File: config.mk
export PLATFORM = sky130hd
export DESIGN_NAME = osc_autotrim
export DESIGN_NICKNAME = d
export VERILOG_FILES = /design/src/rtl/osc_autotrim_pkg.sv /design/src/rtl/osc_ref_edge.sv /design/src/rtl/osc_period_meter.sv /design/src/rtl/osc_window_acc.sv /design/src/rtl/osc_autotrim.sv
export SDC_FILE = /design/constraint.sdc
export NUM_CORES = 1
export LEC_CHECK = 0
export BUFFER_PORTS_ARGS = -buffer_cell sky130_fd_sc_hd__buf_2
export CORE_UTILIZATION = 32
export DETAILED_ROUTE_END_ITERATION = 7
export PLACE_DENSITY = 0.54
export SLEW_MARGIN = 5
export SYNTH_ARGS = -nofsm -noshare
export SYNTH_HDL_FRONTEND = slang
export SYNTH_SLANG_ARGS = --single-unit
File: constraint.sdc
create_clock -name clk -period 10.86 [get_ports clk]
set_input_delay 0.543 -clock clk [delete_from_list [all_inputs] [get_ports clk]]
set_output_delay 0.543 -clock clk [all_outputs]
set_load 0.005 [all_outputs]
File: src/rtl/osc_autotrim_pkg.sv
package osc_autotrim_pkg;

    typedef enum logic [1:0] {
        REG_CTRL = 2'd0,
        REG_IEN  = 2'd1,
        REG_STAT = 2'd2,
        REG_NONE = 2'd3
    } reg_sel_e;

    typedef struct packed {
        logic [1:0] retry;
        logic [1:0] loop;
        logic       en;
    } ctrl_t;

    typedef struct packed {
        logic ref_err;
        logic fail;
        logic lock;
    } stat_t;

    typedef struct packed {
        logic ref_err;
        logic fail;
    } ien_t;

    typedef enum logic [1:0] {
        CMP_IN   = 2'd0,
        CMP_LOW  = 2'd1,
        CMP_HIGH = 2'd2
    } cmp_e;

    function automatic int unsigned win_len(input logic [1:0] sel);
        return 32'd4 << sel;
    endfunction

    function automatic int unsigned retry_lim(input int unsigned base, input logic [1:0] sel);
        return base << sel;
    endfunction

endpackage

File: src/rtl/osc_ref_edge.sv
module osc_ref_edge (
    input  logic clk,
    input  logic rst,
    input  logic ref_i,
    output logic rise_o
);
    logic [2:0] sync_q;

    always_ff @(posedge clk) begin
        if (rst) sync_q <= '0;
        else     sync_q <= {sync_q[1:0], ref_i};
    end

    assign rise_o = sync_q[1] & ~sync_q[2];
endmodule

File: src/rtl/osc_period_meter.sv
module osc_period_meter #(
    parameter int ERR_LO = 337,
    parameter int ERR_HI = 1350,
    parameter int PER_W  = 11
) (
    input  logic             clk,
    input  logic             rst,
    input  logic             run_i,
    input  logic             rise_i,
    output logic [PER_W-1:0] per_o,
    output logic             valid_o,
    output logic             err_o
);
    localparam logic [PER_W-1:0] LO_LIM = PER_W'(ERR_LO);
    localparam logic [PER_W-1:0] HI_LIM = PER_W'(ERR_HI);
    localparam logic [PER_W-1:0] SAT    = PER_W'(ERR_HI + 1);

    logic             armed_q;
    logic [PER_W-1:0] cnt_q;

    assign err_o   = armed_q && ((cnt_q > HI_LIM) || (rise_i && (cnt_q < LO_LIM)));
    assign valid_o = armed_q && rise_i && !err_o;
    assign per_o   = cnt_q;

    always_ff @(posedge clk) begin
        if (rst || !run_i || err_o) begin
            armed_q <= 1'b0;
            cnt_q   <= '0;
        end else if (rise_i) begin
            armed_q <= 1'b1;
            cnt_q   <= PER_W'(1);
        end else if (armed_q && (cnt_q != SAT)) begin
            cnt_q   <= cnt_q + PER_W'(1);
        end
    end
endmodule

File: src/rtl/osc_window_acc.sv
module osc_window_acc
    import osc_autotrim_pkg::*;
#(
    parameter int PER_W = 11,
    parameter int TOT_W = 17
) (
    input  logic             clk,
    input  logic             rst,
    input  logic             run_i,
    input  logic             valid_i,
    input  logic [PER_W-1:0] per_i,
    input  logic [1:0]       loop_i,
    output logic             done_o,
    output logic [TOT_W-1:0] total_o
);
    logic [5:0]       cnt_q;
    logic [TOT_W-1:0] sum_q;
    logic [5:0]       last;

    assign last    = 6'(win_len(loop_i) - 1);
    assign total_o = sum_q + TOT_W'(per_i);
    assign done_o  = valid_i && (cnt_q == last);

    always_ff @(posedge clk) begin
        if (rst || !run_i || done_o) begin
            cnt_q <= '0;
            sum_q <= '0;
        end else if (valid_i) begin
            cnt_q <= cnt_q + 6'd1;
            sum_q <= total_o;
        end
    end
endmodule

File: src/rtl/osc_autotrim.sv
module osc_autotrim
    import osc_autotrim_pkg::*;
#(
    parameter int NOM        = 675,
    parameter int TOL        = 1,
    parameter int ERR_LO     = 337,
    parameter int ERR_HI     = 1350,
    parameter int RETRY_BASE = 64,
    parameter int TRIM_W     = 9,
    parameter int TRIM_INIT  = 256
) (
    input  logic              clk,
    input  logic              rst,
    input  logic              ref_clk_i,
    input  logic              reg_wr_i,
    input  logic [1:0]        reg_addr_i,
    input  logic [7:0]        reg_wdata_i,
    output logic [7:0]        reg_rdata_o,
    output logic [TRIM_W-1:0] trim_code_o,
    output logic              irq_o
);
    localparam int PER_W = $clog2(ERR_HI + 2);
    localparam int TOT_W = PER_W + 6;
    localparam int UPD_W = $clog2(RETRY_BASE * 8 + 1);
    localparam logic [TRIM_W-1:0] TRIM_MAX = '1;

    ctrl_t             ctrl_q;
    ien_t              ien_q;
    stat_t             stat_q;
    logic [TRIM_W-1:0] trim_q;
    logic [UPD_W-1:0]  upd_q;

    logic              rise;
    logic [PER_W-1:0]  per;
    logic              per_valid;
    logic              ref_bad;
    logic              win_done;
    logic [TOT_W-1:0]  win_total;
    logic [TOT_W-1:0]  lo_lim;
    logic [TOT_W-1:0]  hi_lim;
    logic [UPD_W-1:0]  upd_lim;
    cmp_e              cmp;
    logic              unused_wbits;

    assign unused_wbits = ^reg_wdata_i[3:1];

    osc_ref_edge u_edge (
        .clk    (clk),
        .rst    (rst),
        .ref_i  (ref_clk_i),
        .rise_o (rise)
    );

    osc_period_meter #(.ERR_LO(ERR_LO), .ERR_HI(ERR_HI), .PER_W(PER_W)) u_meter (
        .clk     (clk),
        .rst     (rst),
        .run_i   (ctrl_q.en),
        .rise_i  (rise),
        .per_o   (per),
        .valid_o (per_valid),
        .err_o   (ref_bad)
    );

    osc_window_acc #(.PER_W(PER_W), .TOT_W(TOT_W)) u_acc (
        .clk     (clk),
        .rst     (rst),
        .run_i   (ctrl_q.en),
        .valid_i (per_valid),
        .per_i   (per),
        .loop_i  (ctrl_q.loop),
        .done_o  (win_done),
        .total_o (win_total)
    );

    assign lo_lim  = TOT_W'(NOM - TOL) << ({1'b0, ctrl_q.loop} + 3'd2);
    assign hi_lim  = TOT_W'(NOM + TOL) << ({1'b0, ctrl_q.loop} + 3'd2);
    assign upd_lim = UPD_W'(retry_lim(RETRY_BASE, ctrl_q.retry));

    always_comb begin
        if (win_total < lo_lim)      cmp = CMP_LOW;
        else if (win_total > hi_lim) cmp = CMP_HIGH;
        else                         cmp = CMP_IN;
    end

    always_ff @(posedge clk) begin
        if (rst) begin
            ctrl_q <= '0;
            ien_q  <= '0;
            stat_q <= '0;
            trim_q <= TRIM_W'(TRIM_INIT);
            upd_q  <= '0;
        end else begin
            if (reg_wr_i) begin
                case (reg_sel_e'(reg_addr_i))
                    REG_CTRL: begin
                        ctrl_q.retry <= reg_wdata_i[7:6];
                        ctrl_q.loop  <= reg_wdata_i[5:4];
                        ctrl_q.en    <= reg_wdata_i[0];
                    end
                    REG_IEN: begin
                        ien_q.ref_err <= reg_wdata_i[2];
                        ien_q.fail    <= reg_wdata_i[1];
                    end
                    REG_STAT: begin
                        if (reg_wdata_i[1]) stat_q.fail    <= 1'b0;
                        if (reg_wdata_i[2]) stat_q.ref_err <= 1'b0;
                    end
                    default: ;
                endcase
            end

            if (!ctrl_q.en) begin
                stat_q.lock <= 1'b0;
                upd_q       <= '0;
            end else if (ref_bad) begin
                stat_q.ref_err <= 1'b1;
                stat_q.lock    <= 1'b0;
                ctrl_q.en      <= 1'b0;
            end else if (win_done) begin
                if (cmp == CMP_IN) begin
                    stat_q.lock <= 1'b1;
                end else begin
                    stat_q.lock <= 1'b0;
                    if (upd_q == upd_lim) begin
                        stat_q.fail <= 1'b1;
                        ctrl_q.en   <= 1'b0;
                    end else begin
                        upd_q <= upd_q + UPD_W'(1);
                        if (cmp == CMP_LOW && trim_q != TRIM_MAX)
                            trim_q <= trim_q + TRIM_W'(1);
                        else if (cmp == CMP_HIGH && trim_q != '0)
                            trim_q <= trim_q - TRIM_W'(1);
                    end
                end
            end
        end
    end

    always_comb begin
        case (reg_sel_e'(reg_addr_i))
            REG_CTRL: reg_rdata_o = {ctrl_q.retry, ctrl_q.loop, 3'b000, ctrl_q.en};
            REG_IEN:  reg_rdata_o = {5'b00000, ien_q, 1'b0};
            REG_STAT: reg_rdata_o = {5'b00000, stat_q};
            default:  reg_rdata_o = 8'h00;
        endcase
    end

    assign trim_code_o = trim_q;
    assign irq_o       = (stat_q.fail & ien_q.fail) | (stat_q.ref_err & ien_q.ref_err);
endmodule

=== Yosys cells after proc, flatten, opt, wreduce, memory -nomap -nowiden ===
Cells that the tools add are included.

* Word-level logic and storage cells: 100
* Output and inout port bits: 18
* Input port bits: 14
* Flip-flop bits (word level): 67

* Add/sub/neg operators: 8
* Reduce and logical (&&, ||, !) cells: 26
* Bitwise logic cells: 9
* Order comparisons: 4
* Shifts and indexed selects: 4
* Equality and inequality tests: 8
* Muxes and demuxes: 25

{| class="wikitable"
|+ Operator list
! cell !! number
|-
| << shifter 10 x 3 -> 17 bit, first input constant || 2
|-
| case mux 8 bit (3 select lines) || 1
|-
| two-way mux 9 bit || 2
|-
| adder 17 x 11 -> 17 bit || 1
|-
| greater-than comparator 17 bit || 1
|-
| < comparator 17 bit || 1
|-
| two-way mux 1 bit || 16
|-
| two-way mux 2 bit || 6
|-
| adder 11 x 1 -> 11 bit, second input constant || 1
|-
| greater-than comparator 11 bit, second input constant || 1
|-
| < comparator 11 x 9 -> 1 bit, second input constant || 1
|-
| inequality test 11 bit, second input constant || 1
|-
| adder 10 x 1 -> 10 bit, second input constant || 1
|-
| == test 10 bit || 1
|-
| << shifter 7 x 2 -> 10 bit, first input constant || 1
|-
| adder 9 x 1 -> 9 bit, second input constant || 1
|-
| inequality test 9 bit, second input constant || 1
|-
| nonzero test 9 bit || 1
|-
| subtractor 9 x 1 -> 9 bit, second input constant || 1
|-
| logical AND 1 bit || 8
|-
| adder 6 x 1 -> 6 bit, second input constant || 1
|-
| == test 6 bit || 1
|-
| AND reduction 6 bit || 1
|-
| << shifter 3 x 2 -> 6 bit, first input constant || 1
|-
| other kinds (15) || 31
|}

=== Logic depth before layout (Yosys ltp) ===
* Depth after elaboration: 11
* Depth in mapped cells: 27

=== Cells and area by module ===
Synthesis repeated with hierarchy kept, for this count alone.

* Cells, all modules: 601
* Area total of the unflattened synthesis: 5061.1 sq um

{| class="wikitable"
|+ By module, submodules not included
! module !! sequential area each (sq um) !! area an instance (sq um) !! instances !! cells an instance
|-
| osc_autotrim || 580.6 || 2249.7 || 1 || 279
|-
| osc_window_acc || 460.4 || 1953.1 || 1 || 230
|-
| osc_period_meter || 240.2 || 770.7 || 1 || 85
|-
| osc_ref_edge || 60.1 || 87.6 || 1 || 7
|}

=== Worst setup path after synthesis ===
OpenSTA, ideal clock, no wires.

* Path type: register -> register
* From: reg u_meter.cnt_q[0] (netlist: u_meter.per_o[0])
* To: reg trim_q[6] (netlist: trim_code_o[6])
* Path slack: 5.859 ns
* Data arrival time: 4.877 ns
* Data required time: 10.737 ns
* Stages on the path, launching flop included: 27
* Cells stage by stage: dfxtp_1 > ha_1 > inv_1 > fa_1 > nor2b_1 > o21a_1 > o21ai_0 > a21oi_1 > o21ai_0 > a21oi_1 > nor3b_2 > nor3b_1 > xor2_1 > ha_1 > nand4_2 > nor3_1 > nor4_2 > nand3b_1 > buf_2 > xor2_1 > ha_1 > nor3_1 > a21oi_1 > o22ai_1 > a21oi_1 > nor3_1 > mux2_1

* Word-level cells in the longest chain between the ends: 8

{| class="wikitable"
|+ Ends and longest elaborated chain
! element !! RTL line !! RTL
|-
| start, declared || osc_period_meter.sv:19 || <nowiki>logic [PER_W-1:0] cnt_q;</nowiki>
|-
| start signal, assigned || osc_period_meter.sv:33 || <nowiki>cnt_q <= cnt_q + PER_W'(1);</nowiki>
|-
| adder 17 x 11 -> 17 bit (*) || osc_window_acc.sv:21 || <nowiki>assign total_o = sum_q + TOT_W'(per_i);</nowiki>
|-
| net u_acc.total_o[16] || osc_window_acc.sv:14 || <nowiki>output logic [TOT_W-1:0] total_o</nowiki>
|-
| greater-than comparator 17 bit || osc_autotrim.sv:81 || <nowiki>else if (win_total > hi_lim) cmp = CMP_HIGH;</nowiki>
|-
| two-way mux 2 bit || osc_autotrim.sv:81 ||
|-
| two-way mux 2 bit (*) || osc_autotrim.sv:80 || <nowiki>if (win_total < lo_lim) cmp = CMP_LOW;</nowiki>
|-
| == test 2 x 1 -> 1 bit / == test 2 bit (equally long branches) || osc_autotrim.sv:129, osc_autotrim.sv:131 ||
|-
| logical AND 1 bit (on tied branches) || osc_autotrim.sv:129, osc_autotrim.sv:131 ||
|-
| nonzero test 2 bit (no line) || -- ||
|-
| AND reduction 6 bit (no line) || -- ||
|-
| end signal, assigned || osc_autotrim.sv:90 || <nowiki>trim_q <= TRIM_W'(TRIM_INIT);</nowiki>
|-
| end signal, assigned || osc_autotrim.sv:130 || <nowiki>trim_q <= trim_q + TRIM_W'(1);</nowiki>
|-
| end signal, assigned || osc_autotrim.sv:132 || <nowiki>trim_q <= trim_q - TRIM_W'(1);</nowiki>
|-
| end, declared || osc_autotrim.sv:30 || <nowiki>logic [TRIM_W-1:0] trim_q;</nowiki>
|}

Mark *: on every way through the listed nets, which the timed path passes. The rest lies on a longest branch.
A chain may end at the register's enable or synchronous reset.

=== Worst setup path after layout ===
Same ends and word-level chain as after synthesis.

==> results.md <==
* Synthesized area per cell at 7.93 sq um
* CP required at ~11 ns
* PostCTS Resize Cnt at 0
* Mapped Cells at 580
* Antenna Nets Post-Route at 0
* Initial Util at 0.330
* CTS tree: yes
* DRC at 0
* Core Area at 0.0139 sq mm
* N_diodes at 0
* #FFs+latches synth at 67
* Reg area at between 0.001 and 0.0015 sq mm
* Largest net degree at the start of global routing at 24
* Max FO, Critical Path at 11
* Fin crit share at 0.574
* Post-CTS setup buffers at 0
* Setup-failing EPs final at 0
* Die Width at 122 um
* Netlist cell types at between 60 and 70
* Power per cell area at approximately 110 mW/mm^2
* WL/cell at around 14 um
* Grt ovf at 0
* Mapped Area at about 0.0046 sq mm
* Critical Path Max Stage Delay at approximately 0.53 ns
* Syn nets at 643
* Area Growth Syn to Fin at 13.0%
* Slew HR at 0.359
* DR top layer: met4
* Setup crit end: trim_code_o[6]
* Crit path max-delay cell type: nor4_2
* Maximum VDD drop at 0.0913 mV
* Initial antenna violation count at 0
* Cts bufs inserted at 9
* Critical R2R Launch: u_meter.per_o[0]
* Final Critical Period at 6.23 ns
* Max-slew violations at 0
* DP Wirelength at 7890 um
* Maxcap violations at 0
* Port buffer count at 29
* Data arrival time of the critical path at 6.46 ns
* Clock Sinks at 67
* First-pass GRT wire length at roughly 18000 um
* Final hold slack at 0.407 ns
* TNS Setup at 0 ns
* H-tree level count at 3
* Critical R2R Capture: trim_code_o[6]
* Die area at 0.0149 sq mm
* Clk buf depth at 2
* R2r worst-path depth at 25
* Post-synth ARST share at 0
* Rows at 43
* Vias in the first global route at approximately 3800
* Max Clk Rate at 160 MHz
* Worst Setup SP: u_meter.per_o[0]
* Commonest non-fill, non-tap cell in the layout: nor2_1
* Top FF cell, synth: dfxtp_1
* FILL cells at 1443
* Nature of the critical path startpoint: flip-flop
* RSZ-0062 raised after global routing: false
* Share of post-route cells with drive strength above 1 at 0.104
* Final Hold Viols at 0
* Gpl congestion at about 0.83
* Non-Filler Instances at 785
* Transition time of the tightest slew-check pin at 0.962 ns
* Clock skew at 0.0109 ns
* Drt total wl at 10700 um
* Yosys warns at 0
* Most frequent cells in the layout: nor2_1, dfxtp_1, nand2_1
* Hold Buf Count CTS at 0
* Post-synth EDFFs at 0
* Ports at 32
* Crit path capture type: flip-flop
* CTS root buf: clkbuf_16
* Status: finished clean
* Met1 wire length at 5150 um
* Seq/Total Area, Yosys at 0.292
* Via count at 4028
* Multi-input gate area in the final layout at 0.00304 sq mm
* CP Class: flip-flop to flip-flop
* DRT iter0 DRCs at between 150 and 200
* Die height at about 120 um
* Worst skew pair latency at 0.34 ns
* Cell count after placement at between 700 and 800
* Clock Pin Slew Worst Setup and Hold Paths at 0.06 ns
* R2r setup slk at 4.63 ns
* Crit-path most repeated cell: a21oi_1
* Nets at around 660
* Met3 wire len at 488 um
* GRT Total Usage at 0.156
* DRT Pass-1 Iters at 5
* Hold Crit Class: input port to flip-flop
* Met2 routed WL at about 4900 um
* Routed vias/inst at a little over 5
* Total leakage power at 1.94 nW
## synth_stat cells (14+ instances only)
library cell,n,area [sq um]
a21oi_1,44,220
clkbuf_1,14,52.6
dfxtp_1,67,1340
ha_1,48,601
inv_1,33,124
nand2_1,62,233
nand3_1,25,125
nor2_1,68,255
nor3_1,21,105
o21ai_0,16,80.1
xnor2_1,29,254
xor2_1,17,149
## flip-flops by register name, summed over array words and instances (netlist names)
signal / cells
stat_q: 3
u_acc.sum_q: 17
trim_code_o: 9
ctrl_q: 5
u_meter.per_o: 11
u_acc.cnt_q: 6
upd_q: 10
ien_q: 2
u_meter.armed_q: 1
u_edge.sync_q: 3
## metrics by stage
stage	instance area [sq um]	util	total power, W	setup slack [ns]
global placement	4880	0.350	0.000275	4.78
floorplan	4600	-	0.000268	5.86
detailed placement	4880	0.350	0.000276	4.64
CTS	5200	0.373	0.000600	4.60
finish	5200	0.373	0.000589	4.63
global route	5200	0.373	0.000613	4.02
## kinds of logic (layout without fill, tap and decap cells)
kind of cell | after synthesis | count (layout) | share of synthesized area
fa+ha+maj | 49 | 49 | 0.135
xor+xnor | 46 | 46 | 0.0876
mux | 8 | 8 | 0.0177
flops | 67 | 67 | 0.292
simple gates | 249 | 249 | 0.272
buf+inv | 53 | 78 | 0.0471
other cells | 1 | 1 | 0.000816
compound gates | 107 | 107 | 0.148
## area by class of cell
cell class / instances / area share
Clock buffer: 9 / 0.0433
Clock inverter: 7 / 0.0185
Inverter: 33 / 0.0238
Multi-Input combinational cell: 460 / 0.585
Sequential cell: 67 / 0.258
Tap cell: 180 / 0.0433
Timing Repair Buffer: 29 / 0.0279
## where the power goes
group | internal [W] | switching (W) | total [W]
Sequential | 0.000247 | 0.00000185 | 0.000249
Clock | 0.000202 | 0.000116 | 0.000318
Combinational | 0.00000740 | 0.0000137 | 0.0000211
Total | 0.000457 | 0.000132 | 0.000589
## worst max-delay path, delay by kind of cell (launching register included)
kind	cells	cell delay [ns]
simple gates	9	2.10
compound gates	8	1.47
fa+ha+maj	4	1.16
flops	1	0.50
xor+xnor	2	0.49
mux	1	0.34
buf+inv	1	0.05
## worst min path at each step
stage / from / to / cells past startpoint
after floorplan: u_edge.sync_q[0] / u_edge.sync_q[1] / 1
after global placement: u_edge.sync_q[0] / u_edge.sync_q[1] / 1
after CTS: ref_clk_i / u_edge.sync_q[0] / 2
after global routing: ref_clk_i / u_edge.sync_q[0] / 2
final: ref_clk_i / u_edge.sync_q[0] / 2
after detailed placement: u_edge.sync_q[0] / u_edge.sync_q[1] / 1
## routing by layer
metal  vias up  GRT usage
met3        13     0.0515
li1       2077          -
met4         0     0.0494
met5         -          0
met2        62      0.249
met1      1876      0.198
No activity file was read; power rests on OpenSTA's default activity.
